<file path="src/rtl/aprm_pkg.sv">
package aprm_pkg;
  localparam int AP_ADDR_W = 32;
  localparam int AP_IDX_W  = 4;
  localparam int NUM_AP    = 1 << AP_IDX_W;
  localparam int FLD_W     = 4;
  localparam int MAP_W     = NUM_AP * FLD_W;
  localparam int NUM_SLV   = 1 << FLD_W;
  localparam int WORD_W    = 32;
  localparam int LOW_W     = AP_ADDR_W - AP_IDX_W;

  typedef struct packed {
    logic [MAP_W-1:0] sel;
    logic [MAP_W-1:0] ofs;
  } apmap_t;

  function automatic logic [FLD_W-1:0] field_of(input logic [MAP_W-1:0] map,
                                                 input logic [AP_IDX_W-1:0] idx);
    return map[idx*FLD_W +: FLD_W];
  endfunction

  function automatic logic [AP_IDX_W-1:0] win_of(input logic [AP_ADDR_W-1:0] addr);
    return addr[AP_ADDR_W-1 -: AP_IDX_W];
  endfunction

  function automatic logic [AP_ADDR_W-1:0] xlate(input logic [AP_ADDR_W-1:0] addr,
                                                 input logic [MAP_W-1:0] ofs_map);
    return {field_of(ofs_map, win_of(addr)), addr[LOW_W-1:0]};
  endfunction

  function automatic logic [NUM_SLV-1:0] slv_onehot(input logic [FLD_W-1:0] sel);
    logic [NUM_SLV-1:0] oh;
    oh = '0;
    if (sel != '0) oh[sel] = 1'b1;
    return oh;
  endfunction
endpackage

</file>
<file path="src/rtl/aprm_regfile.sv">
module aprm_regfile
  import aprm_pkg::*;
#(
  parameter int NUM_MASTERS = 2,
  parameter int REG_AW      = 9,
  parameter int UPD_OFS     = 'h100
) (
  input  logic                     clk,
  input  logic                     rst_n,
  input  logic                     reg_wr,
  input  logic [REG_AW-1:0]        reg_addr,
  input  logic [WORD_W-1:0]        reg_wdata,
  output logic [WORD_W-1:0]        reg_rdata,
  output apmap_t [NUM_MASTERS-1:0] shadow,
  output logic [NUM_MASTERS-1:0]   commit
);
  localparam int IDX_W = REG_AW - 4;

  logic [IDX_W-1:0] set_idx;
  logic [1:0]       word_idx;
  logic             upd_hit;

  assign set_idx  = reg_addr[REG_AW-1:4];
  assign word_idx = reg_addr[3:2];
  assign upd_hit  = (reg_addr == REG_AW'(UPD_OFS));
  assign commit   = (reg_wr && upd_hit) ? reg_wdata[NUM_MASTERS-1:0] : '0;

  for (genvar m = 0; m < NUM_MASTERS; m++) begin : g_set
    logic set_wr;
    assign set_wr = reg_wr && !upd_hit && (set_idx == IDX_W'(m));
    always_ff @(posedge clk or negedge rst_n) begin
      if (!rst_n) begin
        shadow[m] <= '0;
      end else if (set_wr) begin
        case (word_idx)
          2'd0: shadow[m].sel[WORD_W-1:0]     <= reg_wdata;
          2'd1: shadow[m].sel[MAP_W-1:WORD_W] <= reg_wdata;
          2'd2: shadow[m].ofs[WORD_W-1:0]     <= reg_wdata;
          default: shadow[m].ofs[MAP_W-1:WORD_W] <= reg_wdata;
        endcase
      end
    end
  end

  always_comb begin
    reg_rdata = '0;
    for (int m = 0; m < NUM_MASTERS; m++) begin
      if (!upd_hit && set_idx == IDX_W'(m)) begin
        case (word_idx)
          2'd0: reg_rdata = shadow[m].sel[WORD_W-1:0];
          2'd1: reg_rdata = shadow[m].sel[MAP_W-1:WORD_W];
          2'd2: reg_rdata = shadow[m].ofs[WORD_W-1:0];
          default: reg_rdata = shadow[m].ofs[MAP_W-1:WORD_W];
        endcase
      end
    end
  end

  // commit register never returns data
  assert_upd_reads_zero_R6: assert property (@(posedge clk) disable iff (!rst_n)
    upd_hit |-> reg_rdata == '0);
endmodule

</file>
<file path="src/rtl/aprm_active_map.sv">
module aprm_active_map
  import aprm_pkg::*;
(
  input  logic   clk,
  input  logic   rst_n,
  input  logic   commit,
  input  apmap_t shadow,
  output apmap_t active
);
  always_ff @(posedge clk or negedge rst_n) begin
    if (!rst_n) active <= '0;
    else if (commit) active <= shadow;
  end

  assert_live_only_on_commit_R5: assert property (@(posedge clk) disable iff (!rst_n)
    !commit |=> $stable(active));
  assert_commit_copies_R5: assert property (@(posedge clk) disable iff (!rst_n)
    commit |=> active == $past(shadow));
endmodule

</file>
<file path="src/rtl/aprm_xlate_stage.sv">
module aprm_xlate_stage
  import aprm_pkg::*;
(
  input  logic                 clk,
  input  logic                 rst_n,
  input  apmap_t               active,
  input  logic                 req_valid,
  output logic                 req_ready,
  input  logic [AP_ADDR_W-1:0] req_addr,
  output logic                 rsp_valid,
  input  logic                 rsp_ready,
  output logic [AP_ADDR_W-1:0] rsp_addr,
  output logic [FLD_W-1:0]     rsp_sel,
  output logic [NUM_SLV-1:0]   rsp_sel_oh,
  output logic                 rsp_err
);
  logic             accept;
  logic [FLD_W-1:0] hit_sel;

  assign req_ready  = !rsp_valid || rsp_ready;
  assign accept     = req_valid && req_ready;
  assign hit_sel    = field_of(active.sel, win_of(req_addr));
  assign rsp_sel_oh = slv_onehot(rsp_sel);

  always_ff @(posedge clk or negedge rst_n) begin
    if (!rst_n) begin
      rsp_valid <= 1'b0;
      rsp_addr  <= '0;
      rsp_sel   <= '0;
      rsp_err   <= 1'b0;
    end else if (accept) begin
      rsp_valid <= 1'b1;
      rsp_addr  <= xlate(req_addr, active.ofs);
      rsp_sel   <= hit_sel;
      rsp_err   <= (hit_sel == '0);
    end else if (rsp_ready) begin
      rsp_valid <= 1'b0;
    end
  end

  assert_low_bits_pass_R1: assert property (@(posedge clk) disable iff (!rst_n)
    accept |=> rsp_addr[LOW_W-1:0] == $past(req_addr[LOW_W-1:0]));
  assert_sel_onehot_R2: assert property (@(posedge clk) disable iff (!rst_n)
    $onehot0(rsp_sel_oh) && !rsp_sel_oh[0]);
  assert_err_no_sel_R3: assert property (@(posedge clk) disable iff (!rst_n)
    (rsp_valid && rsp_err) |-> rsp_sel_oh == '0);
  assert_hold_under_stall_R8: assert property (@(posedge clk) disable iff (!rst_n)
    (rsp_valid && !rsp_ready) |=> rsp_valid && $stable(rsp_addr) && $stable(rsp_err)
                                  && $stable(rsp_sel));
endmodule

</file>
<file path="src/rtl/aperture_remap.sv">
module aperture_remap
  import aprm_pkg::*;
#(
  parameter int NUM_MASTERS = 2,
  parameter int REG_AW      = 9,
  parameter int UPD_OFS     = 'h100
) (
  input  logic                             clk,
  input  logic                             rst_n,
  input  logic                             reg_wr,
  input  logic [REG_AW-1:0]                reg_addr,
  input  logic [WORD_W-1:0]                reg_wdata,
  output logic [WORD_W-1:0]                reg_rdata,
  input  logic [NUM_MASTERS-1:0]           req_valid,
  output logic [NUM_MASTERS-1:0]           req_ready,
  input  logic [NUM_MASTERS*AP_ADDR_W-1:0] req_addr,
  output logic [NUM_MASTERS-1:0]           rsp_valid,
  input  logic [NUM_MASTERS-1:0]           rsp_ready,
  output logic [NUM_MASTERS*AP_ADDR_W-1:0] rsp_addr,
  output logic [NUM_MASTERS*FLD_W-1:0]     rsp_sel,
  output logic [NUM_MASTERS*NUM_SLV-1:0]   rsp_sel_oh,
  output logic [NUM_MASTERS-1:0]           rsp_err
);
  apmap_t [NUM_MASTERS-1:0] shadow;
  apmap_t [NUM_MASTERS-1:0] active;
  logic   [NUM_MASTERS-1:0] commit;

  aprm_regfile #(
    .NUM_MASTERS(NUM_MASTERS), .REG_AW(REG_AW), .UPD_OFS(UPD_OFS)
  ) u_regs (
    .clk(clk), .rst_n(rst_n), .reg_wr(reg_wr), .reg_addr(reg_addr),
    .reg_wdata(reg_wdata), .reg_rdata(reg_rdata), .shadow(shadow), .commit(commit)
  );

  for (genvar m = 0; m < NUM_MASTERS; m++) begin : g_mst
    aprm_active_map u_live (
      .clk(clk), .rst_n(rst_n), .commit(commit[m]),
      .shadow(shadow[m]), .active(active[m])
    );
    aprm_xlate_stage u_stage (
      .clk(clk), .rst_n(rst_n), .active(active[m]),
      .req_valid(req_valid[m]), .req_ready(req_ready[m]),
      .req_addr(req_addr[m*AP_ADDR_W +: AP_ADDR_W]),
      .rsp_valid(rsp_valid[m]), .rsp_ready(rsp_ready[m]),
      .rsp_addr(rsp_addr[m*AP_ADDR_W +: AP_ADDR_W]),
      .rsp_sel(rsp_sel[m*FLD_W +: FLD_W]),
      .rsp_sel_oh(rsp_sel_oh[m*NUM_SLV +: NUM_SLV]),
      .rsp_err(rsp_err[m])
    );
  end
endmodule

</file>
<file path="config.mk">
export PLATFORM = sky130hd
export DESIGN_NAME = aperture_remap
export DESIGN_NICKNAME = d
export VERILOG_FILES = /design/src/rtl/aprm_pkg.sv /design/src/rtl/aprm_regfile.sv /design/src/rtl/aprm_active_map.sv /design/src/rtl/aprm_xlate_stage.sv /design/src/rtl/aperture_remap.sv
export SDC_FILE = /design/constraint.sdc
export NUM_CORES = 1
export LEC_CHECK = 0
export ABC_CLOCK_PERIOD_IN_PS = 2080
export BUFFER_PORTS_ARGS = -buffer_cell sky130_fd_sc_hd__buf_2
export CORE_UTILIZATION = 54
export DETAILED_ROUTE_END_ITERATION = 16
export HOLD_SLACK_MARGIN = 0.02
export PLACE_DENSITY = 0.75
export SLEW_MARGIN = 20
export SYNTH_ARGS = -nofsm -noshare
export SYNTH_HDL_FRONTEND = slang
export SYNTH_HIERARCHICAL = 1
export SYNTH_SLANG_ARGS = --single-unit
</file>
<file path="constraint.sdc">
create_clock -name clk -period 2.08 [get_ports clk]
set_clock_uncertainty 0.15 [all_clocks]
set_input_delay 0 -clock clk [delete_from_list [all_inputs] [get_ports clk]]
set_output_delay 0 -clock clk [all_outputs]
set_load 0.05 [all_outputs]
</file>
==> run_results.csv <==
group,metric,value,unit
run_status,status,"complete, but fails checks",
run_status,violations,"setup timing",
synth,ys_types,36,
pwr,p_leak,16.8,nW
hold_path,hold_depth,6,
route,drt_iter0_drc,1087,
die,ios,254,
route,first_pass_iters,5,
critical_path,rr_worst_depth,5,
job,cap_violations,0,
critical_path,crit_path_max_fanout,2,
critical_path,cp-start-kind,"flip-flop",
global_route,grt_pass1_wl,108000,µm
clocking,cts_root_buffer,"clkbuf_16",
timing,relSlewSlack,0.642,
synth,synth_nets,1672,
die,core_area,47900,µm²
synth,synth_cells,1560,
timing,fmax,464,MHz
synth,ys_ff_latch,588,
critical_path,required,1.93,ns
die,rows,80,
final_layout,fin_nets,2302,
final_layout,drive_gt1_frac,0.582,
critical_path,crit_type,"reg -> out",
synth,ys_seq_area_frac,0.559,
final_layout,fin_util,0.711,
synth,async_reset_ff_frac,1.00,
place,post-dp-hpwl,43900,µm
route,wl_per_cell,24.6,µm
clocking,clk_pin_slew,0.06,ns
route,drc,0,
synth,avgSynthCellArea,16.9,µm²
synth,yosysWarnings,6,
critical_path,r2r_start,"g_mst[0].u_live/active[76]",
hold_path,worstHoldStart,"req_addr[61]",
die,die_h,223,µm
pwr,totalPowerFinal,26.8,mW
synth,synth-compound-area-share,0.0137,
die,start_util,0.549,
synth,synthSimpleGateAreaFrac,0.0200,
critical_path,end_kind,"output port",
synth,synthMuxAreaShare,0.373,
synth,synthAdderAreaFrac,0,
pwr,ir_drop,645,µV
clocking,cts.sinks,588,
place,place.gp.congestion,0.830,
global_route,gr-total-overflow,0,
final_layout,area.growth.synth_to_final,29.5,%
timing,slew_viol_final,0,
timing,min_period,2.16,ns
route,num_vias,16593,
critical_path,r2r_end,"g_mst[0].u_stage/rsp_err",
route,viasPerCell,5.81,
global_route,grt_max_degree,81,
pwr,power_density,786,nW/µm²
timing,worst_pin_slew,0.537,ns
critical_path,cp.arrival,2.01,ns
hold_path,hp-class,"in -> reg",
synth,netlist_area,26300,µm²
place,io_buffer_count,251,
timing,post-route-period-util,1.04,
route,ant_nets,0,
die,die_w,223,µm
critical_path,startpoint,"u_regs/shadow[42]",
clocking,cts_buffer_depth,3,
global_route,antenna_found_initial,9,
global_route,grt_pass1_vias,17971,
timing,setup_ws,-0.0774,ns
clocking,htree_levels,2,
critical_path,ff2ff_setup_slack,-0.02,ns
global_route,grt_use_total,0.291,
clocking,numCtsBuffers,59,
timing,rsz0062_at_grt,"true",
route,routed_wl,70400,µm
synth,synth_edf_count,0,
clocking,clk_latency,0.62,ns
timing,hold_viol,0,
clocking,cts_tree,"done",
synth,synth_top_family_by_area,"multiplexers",
timing,setup_viol,25,
synth,synth-xor-area-share,0,
hold_path,min_to,"g_mst[1].u_stage/rsp_err",
synth,synth-main-ff-cell,"dfrtp_1",
die,dieArea,49600,µm²
-- worst max-delay path, cell delays in order, from the launching register on --
cell and delay, ns:
dfrtp_1 0.40, mux4_2 0.54, a22o_4 0.31, buf_6 0.16
-- how the worst max path moves through the flow --
stage                                 endpoint
finish                           reg_rdata[10]
global route                     reg_rdata[10]
CTS                              reg_rdata[22]
detailed placement  g_mst[1].u_live/active[13]
global placement    g_mst[1].u_live/active[81]
floorplan                       rsp_sel_oh[12]
-- kinds of logic (layout without fill, tap and decap cells) --
family          Yosys count  count (layout)
flops                   588             588
other cells               2               6
compound gates           42              42
buf+inv                 106             783
mux                     720             720
simple gates            102             102
-- layer usage --
metal | wire length, µm | global-route usage | up-vias
met3 | 3340 | 0.0452 | 129
met4 | 2010 | 0.104 | 6
met5 | 43 | 0.00196 | -
met1 | 29500 | 0.400 | 8898
li1 | - | - | 7134
met2 | 35500 | 0.474 | 426
-- per-stage QoR --
step	worst slack [ns]	cell area (µm²)	hold slack, ns	setup TNS, ns	std cells
detailed placement	-0.474	28600	-0.263	-111.64	2414
global route	-0.111	34100	0.0534	-1.82	2854
finish	-0.0774	34100	0.0437	-0.931	2856
CTS	-0.0874	33800	0.0267	-1.34	2831
global placement	-0.461	28600	-0.266	-111.17	2414
floorplan	-0.0325	26300	-0.446	-0.307	1560
-- where the power goes --
group	total [mW]	internal [mW]	switching [mW]
Combinational	3.54	1.70	1.84
Clock	10.8	6.40	4.40
Sequential	12.4	12.0	0.392
Total	26.8	20.1	6.64
-- what timing repair did --
action | in CTS | in global routing
hold endpoints to repair | 923 | 0
pin swaps | 32 | 14
setup endpoints to repair | 35 | 52
hold buffers | 215 | 0
buffers inserted | 94 | 20
gates cloned | 0 | 1
resized for setup | 86 | 17
-- area by class of cell --
cell class | count | area (µm²)
inverter | 1 | 3.75
antenna | 4 | 10.0
clock inverter | 12 | 145
timing repair buffer | 674 | 5660
tap | 615 | 769
fill | 3029 | 13900
clock buffer | 96 | 1850
multi-input combinational | 866 | 10900
sequential | 588 | 14700
-- cells in the mapped netlist, drive strengths merged, types with 2 or more instances --
library cell	instances	area, µm²
or4	4	37.5
nor4	2	18.8
and2	2	12.5
nor2	22	82.6
o21ai	2	10.0
buf	67	572
nand2b	12	75.1
dfrtp	588	14700
a22oi	8	70.1
nand3	17	85.1
conb	2	7.51
nand2	17	63.8
mux2	584	6690
clkbuf	38	310
mux4	136	3130
nor3	15	75.1
nor2b	4	25.0
or3	3	18.8
a22o	32	280
-- flip-flops by register name, indices dropped and copies added (netlist names) --
signal	cells
g_mst.u_stage/rsp_addr	64
g_mst.u_stage/rsp_valid	2
u_regs/shadow	256
g_mst.u_stage/rsp_err	2
g_mst.u_live/active	256
g_mst.u_stage/rsp_sel	8
-- layout by cell type, fill, tap and decap left out, types with 8 or more instances in the layout --
master and instances:
clkbuf_1 16, buf_12 36, mux4_1 10, a22o_4 15, buf_6 31, buf_4 172, nand2_1 16, nor2_1 20
mux2_1 8, mux2_4 30, a22o_1 17, nand2b_1 10, mux2_2 546, buf_2 217, nor3_1 12, clkbuf_8 19
dfrtp_1 586, dlygate4sd3_1 214, clkbuf_16 62, nand3_1 11, mux4_2 126
Note: power is estimated with default switching activity, not from simulation.
